## config.mk

```make
export PLATFORM = sky130hd
export DESIGN_NAME = can_err_flags
export DESIGN_NICKNAME = d
export VERILOG_FILES = /design/src/rtl/can_err_flags.sv
export SDC_FILE = /design/constraint.sdc
export NUM_CORES = 1
export LEC_CHECK = 0
export ABC_AREA = 1
export BUFFER_PORTS_ARGS = -buffer_cell sky130_fd_sc_hd__buf_4
export CAP_MARGIN = 25
export CORE_ASPECT_RATIO = 0.6
export CORE_MARGIN = 2
export CORE_UTILIZATION = 50
export CTS_BUF_LIST = sky130_fd_sc_hd__clkbuf_4
export CTS_CLUSTER_SIZE = 25
export DETAILED_ROUTE_END_ITERATION = 7
export GPL_ROUTABILITY_DRIVEN = 1
export PLACE_DENSITY_LB_ADDON = 0.2
export SLEW_MARGIN = 20
export SYNTH_ARGS = -nofsm -noshare
export SYNTH_HDL_FRONTEND = slang
export SYNTH_SLANG_ARGS = --single-unit
```

## constraint.sdc

```tcl
create_clock -name clk -period 2.86 [get_ports clk]
set_input_delay 0.429 -clock clk [delete_from_list [all_inputs] [get_ports clk]]
set_output_delay 0.429 -clock clk [all_outputs]
set_load 0.01 [all_outputs]
```

## src/rtl/can_err_flags.sv

```systemverilog
module can_err_flags #(
  parameter int AW       = 3,
  parameter int DW       = 8,
  parameter int NCAUSE   = 7,
  parameter int STAT_BIT = 5
) (
  input  logic              clk,
  input  logic              rst_n,
  input  logic              wr_en,
  input  logic [AW-1:0]     addr,
  input  logic [DW-1:0]     wdata,
  output logic [DW-1:0]     rdata,
  input  logic [DW-1:0]     ev_pulse,
  input  logic [NCAUSE-1:0] cause_in,
  input  logic [DW-1:0]     tx_err_cnt,
  input  logic [DW-1:0]     rx_err_cnt,
  output logic              irq
);
  localparam logic [AW-1:0] A_FLAG = AW'(0);
  localparam logic [AW-1:0] A_EN   = AW'(1);
  localparam logic [AW-1:0] A_CODE = AW'(2);
  localparam logic [AW-1:0] A_STAT = AW'(3);
  localparam logic [AW-1:0] A_TEN  = AW'(4);
  localparam logic [AW-1:0] A_TXC  = AW'(5);
  localparam logic [AW-1:0] A_RXC  = AW'(6);

  logic [DW-1:0]     flag_q, en_q;
  logic [NCAUSE-1:0] cause_q, cause_keep;
  logic              mode_q, topen_q, pending;
  logic              wr_flag, wr_code;

  assign wr_flag    = wr_en && (addr == A_FLAG);
  assign wr_code    = wr_en && (addr == A_CODE);
  assign cause_keep = cause_q & ~({NCAUSE{wr_code}} & ~wdata[NCAUSE-1:0]);
  assign pending    = |flag_q;
  assign irq        = pending && topen_q;

  always_ff @(posedge clk) begin
    if (!rst_n) begin
      flag_q  <= '0;
      en_q    <= '0;
      cause_q <= '0;
      mode_q  <= 1'b0;
      topen_q <= 1'b0;
    end else begin
      flag_q <= (flag_q & ~({DW{wr_flag}} & ~wdata)) | (ev_pulse & en_q);
      if (wr_en && addr == A_EN) en_q <= wdata;
      if (wr_en && addr == A_TEN) topen_q <= wdata[STAT_BIT];
      if (wr_code) mode_q <= wdata[DW-1];
      if (ev_pulse[0]) cause_q <= mode_q ? (cause_keep | cause_in) : cause_in;
      else             cause_q <= cause_keep;
    end
  end

  always_comb begin
    rdata = '0;
    case (addr)
      A_FLAG: rdata = flag_q;
      A_EN:   rdata = en_q;
      A_CODE: rdata = {mode_q, cause_q};
      A_STAT: rdata[STAT_BIT] = pending;
      A_TEN:  rdata[STAT_BIT] = topen_q;
      A_TXC:  rdata = tx_err_cnt;
      A_RXC:  rdata = rx_err_cnt;
      default: rdata = '0;
    endcase
  end
endmodule

```

==> results of run 1 <==
## worst min-delay path by stage
stage / start / end / slack (ps)
final: cause_in[3] / cause_q[3] / 340
after global routing: cause_in[4] / cause_q[4] / 340
after CTS: ev_pulse[4] / flag_q[4] / 340
after detailed placement: en_q[4] / flag_q[4] / 470
after global placement: en_q[4] / flag_q[4] / 460
after floorplan: topen_q / topen_q / 440
## cell type report
type	instances	area [um^2]
Fill cell	301	936
Multi-Input combinational cell	199	867
Clock inverter	1	5.00
Tap cell	42	52.6
Timing Repair Buffer	54	405
Sequential cell	25	500
Clock buffer	3	22.5
Inverter	37	139
## worst min-delay path: stages
cell and delay [ps]:
buf_4 100, nand2_1 50, a21oi_1 50
## layout by cell type (no fill, tap or decap)
cell	instances
nand2_4	1
inv_2	3
nand2_1	95
nor2_4	1
nor2_1	48
nor3_1	4
o21ai_0	5
nand3_1	10
clkbuf_4	3
nor2_2	1
nand4_1	16
clkinv_2	1
a21oi_1	16
buf_4	54
nand2_2	1
dfxtp_1	25
nor2_8	1
inv_1	34
## kinds of logic after synthesis
| kind of cell | synth area share |
|---|---|
| AO/OA/AOI/OAI | 0.0672 |
| buffers and inverters | 0.126 |
| flip-flops | 0.320 |
| AND/OR/NAND/NOR | 0.487 |
## per-layer routing
layer | GRT usage | share of wire | vias to the layer above
li1 | - | - | 934
met3 | 0.0827 | 0.087 | 2
met4 | 0.0400 | 0.0035 | 0
met2 | 0.405 | 0.41 | 76
met5 | 0 | 0 | -
met1 | 0.343 | 0.50 | 795
## sequential cells by signal, indices dropped and copies added (netlist names)
| signal | cells |
|---|---|
| cause_q | 7 |
| en_q | 8 |
| topen_q | 1 |
| mode_q | 1 |
| flag_q | 8 |
## where the power goes
part / internal, W / switching (W)
sequential: 0.000362 / 0.00000899
combinational: 0.0000750 / 0.0000873
clock: 0.0000525 / 0.000110
total: 0.000489 / 0.000206
## per-stage QoR
step | hold slack (ps) | worst slack (ps)
final | 344 | 733
after global routing | 336 | 615
after floorplan | 445 | 1270
after global placement | 462 | 813
after detailed placement | 469 | 777
after CTS | 345 | 769
==> out/summary.txt, run 1 <==
WHS Path Cells: 3
Final ANT Viol Nets: 0
DRC: 0
clock buffer depth: 2
root buffer cell: clkbuf_4
sequential-to-total area share from yosys stat: 0.320
status: complete, no violations
Die W: 76.2 um
clk slew on worst S/H paths: 140 ps
most used cell, CP: nand2_1
Layout area overhead: 27.4%
Synth cell types: 18
I/O Buffers: 53
Peak Freq: 0.470 GHz
Setup Fix Bufs, Post-CTS: 0
synthesized area: 1560 um^2
num rows: 15
GR Util All Layers: 0.251
# setup viols final: 0
pwr dens: 349 nW/um^2
CP startpoint: addr[2]
final hold vios: 0
half-perimeter wire length after detailed placement: 3.43 mm
number of DRC markers in iteration 0: 90
Crit. End Element: output pin
leakage dissipation: 0.992 nW
Chip Height: 47.3 um
number of antenna violations at the first check in global routing: 0
path depth of the worst reg2reg path: 4
CTS buffer count: 3
VDD IR max: 0.260 mV
worst slew pin tran: 749 ps
Rel. slew slack: 0.497
Hold Path Class: primary input to register
Post-CTS Hold Buffers: 0
total core area: 2930 um^2
first-pass GRT wire length: 7.06 mm
synth top area cells: dfxtp_1, nand2_1, nor2_1, inv_1, nand4_1
worst-path cell chain: buf_4 -> nor3_1 -> nand2_1 -> nand2_1 -> nor2_1 -> nand2_1 -> buf_4
total vias in the final route: 1807
Critical Path RT: 2430 ps
critical path depth: 7
IO Count: 54
Tot Pwr: 0.000695 W
fin crit period: 2130 ps
average wire per standard cell: 11.9 um
number of global-route vias before repair: 1606
Worst setup endpoint: rdata[7]
Buffers & Inverters on Critical Path: 2
placed insts: 357
Resized cells post-CTS: 0
CP max stage delay: 640 ps
crit path DAT: 1700 ps
layout cells sized above 1: 0.207
DRT Pass-1 Iters: 5
final instance area: 1990 um^2
cell taking the most area after synthesis: dfxtp_1
die area: 3610 um^2
CTS tree: yes
WS Path Type: primary input to output pin
via density per instance: 5.01
Yosys top cell area share: 0.320
Placed Area: 1960 um^2
fin. max-slew vios: 0
Syn Nets: 316
synthesized area per cell: 5.77 um^2
R2R setup slack: 1760 ps
# nets final: 365
Mapped Cells: 271
post-synthesis register bit count: 25
CTS HTree Levels: 1
YS warnings: 0
RSZ-0062 raised after global routing: false
MaxCap Viol Count: 0
ys async rst share: 0
CP delay by family, top: simple AND/OR/NAND/NOR gates
setup TNS: 0 ps
GRT Residual Overflow: 0
Final Non-Filler Cells: 361
startpoint types: primary input
clock tree sinks: 25
number of synthesized flops with an enable pin: 0
largest net degree at the start of global routing: 20
Critical R2R Capture: cause_q[4]
worst-path fanout max: 14
Worst Skew: 1.50 ps
drt total wl: 4.29 mm
R2R Path Start: mode_q
Initial Util: 0.534
most frequent cell after synthesis: nand2_1
commonest register cell after synthesis: dfxtp_1
Tcrit/Tclk final: 0.744
post-route core utilization: 0.680
Diodes inserted: 0
critical path's slowest cell: nor3_1
GPL Wtd Cong: 0.872
synth cell count leaders: nand2_1, nor2_1, inv_1, dfxtp_1
clk_lat worst skew: 320 ps
Power figures use the tool's default switching activity.
==> inputs of run 2 (changes only) <==
--- a/config.mk
+++ b/config.mk
@@ -5,7 +5,7 @@
 export SDC_FILE = /design/constraint.sdc
 export NUM_CORES = 1
 export LEC_CHECK = 0
-export ABC_AREA = 1
+export ABC_AREA = 0
 export BUFFER_PORTS_ARGS = -buffer_cell sky130_fd_sc_hd__buf_4
 export CAP_MARGIN = 25
 export CORE_ASPECT_RATIO = 0.6
==> constraint.sdc (replaced) <==
create_clock -name clk -period 2.18 [get_ports clk]
set_input_delay 0.327 -clock clk [delete_from_list [all_inputs] [get_ports clk]]
set_output_delay 0.327 -clock clk [all_outputs]
set_load 0.01 [all_outputs]
==> out/summary.txt, run 2 <==
status: complete, no violations
VDD IR max: 0.436 mV
Diodes inserted: 0
number of global-route vias before repair: 1317
cell taking the most area after synthesis: dfxtp_1
CTS tree: yes
synthesized area per cell: 9.45 um^2
clk_lat worst skew: 330 ps
clock tree sinks: 25
Resized cells post-CTS: 0
Final ANT Viol Nets: 0
# nets final: 243
GRT Residual Overflow: 0
RSZ-0062 raised after global routing: false
total vias in the final route: 1352
path depth of the worst reg2reg path: 3
largest net degree at the start of global routing: 26
fin. max-slew vios: 0
CP max stage delay: 350 ps
WHS Path Cells: 3
WS Path Type: register to output pin
Tcrit/Tclk final: 0.883
final hold vios: 0
Hold Path Class: primary input to register
Setup Fix Bufs, Post-CTS: 0
total core area: 2610 um^2
GR Util All Layers: 0.245
post-synthesis register bit count: 25
setup TNS: 0 ps
commonest cells after routing, fill and taps aside: buf_4, dfxtp_1, nand2_1
MaxCap Viol Count: 0
Initial Util: 0.547
worst-path cell chain: mux2_2 -> a32o_1 -> a311o_1 -> buf_4
Critical Path RT: 1850 ps
worst-path fanout max: 3
YS warnings: 0
crit path DAT: 1600 ps
number of synthesized flops with an enable pin: 0
worst hold endpoint: flag_q[4]
DRT Pass-1 Iters: 4
Mapped Cells: 151
R2R Path Start: mode_q
hold_ws: 227 ps
largest registers: en_q (8), flag_q (8), cause_q (7)
Chip Height: 45.4 um
Rel. slew slack: 0.695
post-route core utilization: 0.699
CTS HTree Levels: 1
leakage dissipation: 0.729 nW
DRC: 0
HP Start: ev_pulse[4]
fill count: 211
post-synthesis mux area share: 0.154
critical path's slowest cell: dfxtp_1
CP delay by family, top: compound AO/OA/AOI/OAI gates
Post-CTS Hold Buffers: 0
Yosys top cell area share: 0.351
via density per instance: 5.90
Die W: 73.0 um
fin crit period: 1920 ps
half-perimeter wire length after detailed placement: 2.97 mm
Peak Freq: 0.520 GHz
pwr dens: 493 nW/um^2
number of antenna violations at the first check in global routing: 0
Crit. End Element: output pin
IO Count: 54
synth cell count leaders: dfxtp_1, nand2_1, mux2i_1, nor2b_1
# setup viols final: 0
commonest register cell after synthesis: dfxtp_1
Buffers & Inverters on Critical Path: 1
adder-cell area share of the yosys netlist: 0
critical path depth: 4
layout cells sized above 1: 0.391
Critical R2R Capture: cause_q[0]
XOR/XNOR Fraction of Synth Area: 0
drt total wl: 3.86 mm
Synth cell types: 31
Layout area overhead: 28.0%
root buffer cell: clkbuf_4
largest family of logic cells by synthesized area: compound AO/OA/AOI/OAI gates
clock buffer depth: 2
sequential-to-total area share from yosys stat: 0.351
R2R setup slack: 1000 ps
I/O Buffers: 53
worst slew pin tran: 456 ps
Worst Skew: 8.39 ps
commonest non-fill, non-tap cell in the layout: buf_4
clk slew on worst S/H paths: 150 ps
compound-gate portion of the synthesized area: 0.281
Post-Synth Simple-Gate Area: 0.157
average wire per standard cell: 16.8 um
die area: 3310 um^2
startpoint types: register
most frequent cell after synthesis: dfxtp_1
synth top area cells: dfxtp_1, mux2i_1, mux2_2, nor2b_1, o21ai_2
number of DRC markers in iteration 0: 85
CTS buffer count: 3
Syn Nets: 196
first-pass GRT wire length: 5.99 mm
synthesized area: 1430 um^2
ys async rst share: 0
num rows: 14
GPL Wtd Cong: 0.892
## run 2: changes by cell type in the layout (fill, tap and decap cells not counted), moves of 7 or more
| cell | before | now |
|---|---|---|
| nand3_1 | 10 | 1 |
| a21oi_1 | 16 | 6 |
| a21boi_1 | 0 | 8 |
| inv_1 | 34 | 1 |
| nand2_1 | 95 | 16 |
| nor2_1 | 48 | 1 |
| a21boi_0 | 0 | 7 |
| o21ai_2 | 0 | 8 |
| mux2_2 | 0 | 8 |
| nand4_1 | 16 | 0 |
| o211ai_1 | 0 | 7 |
| mux2i_1 | 0 | 13 |
| nor2b_1 | 0 | 12 |
## run 2: worst max-delay path by stage
stage	end	start
finish	rdata[5]	topen_q
global route	rdata[5]	flag_q[4]
CTS	rdata[5]	topen_q
detailed placement	rdata[5]	addr[0]
global placement	rdata[5]	addr[0]
floorplan	rdata[5]	addr[0]
## run 2: power breakdown
group | switching, W | internal, W
Sequential | 0.0000100 | 0.000470
Clock | 0.000149 | 0.0000748
Combinational | 0.0000873 | 0.000108
## run 2: logic make-up after synthesis
family,count (synthesis)
simple gates,39
compound gates,53
flops,25
mux,21
buf+inv,13
## run 2: cell type report
class,count,area (um^2),share of cell area
multi-input cells,113,845,0.463
flip-flops and latches,25,500,0.274
repair buffers,54,405,0.222
well taps,32,40.0,0.0219
clock buffers,3,22.5,0.0123
clock inverters,1,8.76,0.00480
inverters,1,3.75,0.00206
## run 2: routing by layer
metal / track usage / share of wire
met5: 0 / 0
met4: 0.0556 / 0.0070
met3: 0.0708 / 0.11
met2: 0.422 / 0.45
met1: 0.311 / 0.43
## run 2: stage by stage
step	setup WS [ps]	total power (W)	std cells	cell area (um^2)
global placement	345	0.000679	225	1790
floorplan	567	0.000583	151	1430
finish	256	0.000900	229	1830
global route	149	0.000942	229	1830
detailed placement	304	0.000686	225	1790
CTS	250	0.000905	229	1830
## run 2: worst min-delay path, cell delays in order
cell and delay, ps:
buf_4 110, nand2_1 50, a21boi_1 50
==> inputs of run 3 (changes only) <==
--- a/config.mk
+++ b/config.mk
@@ -6,14 +6,14 @@
 export NUM_CORES = 1
 export LEC_CHECK = 0
 export ABC_AREA = 0
-export BUFFER_PORTS_ARGS = -buffer_cell sky130_fd_sc_hd__buf_4
-export CAP_MARGIN = 25
 export CORE_ASPECT_RATIO = 0.6
 export CORE_MARGIN = 2
 export CORE_UTILIZATION = 50
 export CTS_BUF_LIST = sky130_fd_sc_hd__clkbuf_4
+export CTS_CLUSTER_DIAMETER = 50
 export CTS_CLUSTER_SIZE = 25
 export DETAILED_ROUTE_END_ITERATION = 7
+export DONT_BUFFER_PORTS = 1
 export GPL_ROUTABILITY_DRIVEN = 1
 export PLACE_DENSITY_LB_ADDON = 0.2
 export SLEW_MARGIN = 20
==> out/summary.txt, run 3 (synthesis results as in run 2) <==
total vias in the final route: 1148
R2R Path Start: mode_q
number of global-route vias before repair: 1085
num rows: 14
GR Util All Layers: 0.225
met3 WL post-DR: 356 um
met2 WL: 1.48 mm
GPL Wtd Cong: 0.827
hold_ws: 127 ps
number of DRC markers in iteration 0: 120
RSZ-0062 raised after global routing: false
I/O Buffers: 0
# setup viols final: 0
R2R setup slack: 1050 ps
Metal-1 WL: 1.70 mm
via density per instance: 6.52
crit path DAT: 1520 ps
fin. max-slew vios: 0
worst slack, placed: 657 ps
DRC: 0
Post-CTS Hold Buffers: 0
Resized cells post-CTS: 0
clock buffer depth: 2
Crit. End Element: output pin
Critical R2R Capture: cause_q[3]
fill count: 236
WS Path Type: register to output pin
Hold Path Class: primary input to register
clk slew on worst S/H paths: 130 ps
CTS HTree Levels: 1
largest net degree at the start of global routing: 26
commonest cells after routing, fill and taps aside: dfxtp_1, nand2_1, mux2i_1
Tot Pwr: 0.000777 W
Setup WS post-layout: 336 ps
leakage dissipation: 0.471 nW
status: complete, no violations
CTS buffer count: 3
CTS tree: yes
half-perimeter wire length after detailed placement: 2.63 mm
Buffers & Inverters on Critical Path: 0
DRT Pass-1 Iters: 4
path depth of the worst reg2reg path: 3
critical path depth: 3
average wire per standard cell: 20.2 um
top sig layer: met4
Layout area overhead: -0.175%
Worst setup endpoint: rdata[5]
CP delay by family, top: simple AND/OR/NAND/NOR gates
GRT Residual Overflow: 0
IO Count: 54
Worst Skew: 6.11 ps
first-pass GRT wire length: 5.46 mm
Tcrit/Tclk final: 0.846
fin crit period: 1840 ps
MaxCap Viol Count: 0
startpoint types: register
total core area: 2610 um^2
Peak Freq: 0.542 GHz
Chip Height: 45.4 um
Setup Fix Bufs, Post-CTS: 0
final hold vios: 0
Initial Util: 0.547
VDD IR max: 0.228 mV
commonest non-fill, non-tap cell in the layout: dfxtp_1
drt total wl: 3.55 mm
worst-path cell chain: nor4_1 -> nand2_1 -> a311o_1
clock tree sinks: 25
clk_lat worst skew: 320 ps
Critical Path RT: 1850 ps
# nets final: 190
die area: 3310 um^2
largest registers: en_q (8), flag_q (8), cause_q (7)
post-route core utilization: 0.546
Die W: 73.0 um
worst slew pin tran: 444 ps
pwr dens: 545 nW/um^2
CP startpoint: flag_q[6]
layout cells sized above 1: 0.167
critical path's slowest cell: a311o_1
Final ANT Viol Nets: 0
CP max stage delay: 370 ps
setup TNS: 0 ps
root buffer cell: clkbuf_4
number of antenna violations at the first check in global routing: 0
Diodes inserted: 0
Rel. slew slack: 0.703
worst-path fanout max: 3
## run 3: metal layers
layer	up-vias	global-route usage
met5	-	0
met4	0	0.0519
met3	4	0.0708
met2	60	0.336
met1	536	0.319
li1	548	-
## run 3: worst min path at each step
stage	from	endpoint	depth (start not counted)
floorplan	en_q[0]	flag_q[0]	2
global placement	en_q[0]	flag_q[0]	2
detailed placement	en_q[3]	flag_q[3]	2
CTS	ev_pulse[4]	flag_q[4]	2
global route	rst_n	en_q[4]	1
finish	ev_pulse[3]	flag_q[3]	2
## run 3: stage by stage
stage	instances	area, um^2
2_1_floorplan	151	1430
3_3_place_gp	172	1400
3_5_place_dp	172	1400
4_1_cts	176	1420
5_1_grt	176	1420
6_report	176	1420
## run 3: where the power goes
part | internal, W | total, W | switching (W)
combinational | 0.0000461 | 0.0000914 | 0.0000454
sequential | 0.000470 | 0.000480 | 0.00000936
clock | 0.0000688 | 0.000206 | 0.000137
total | 0.000585 | 0.000777 | 0.000192
## run 3: cell type report
type	count	area [um^2]	share of cell area
Clock buffer	3	22.5	0.0158
Clock inverter	1	5.00	0.00351
Inverter	1	3.75	0.00264
Multi-Input combinational cell	113	845	0.593
Sequential cell	25	500	0.351
Tap cell	32	40.0	0.0281
Timing Repair Buffer	1	7.51	0.00527
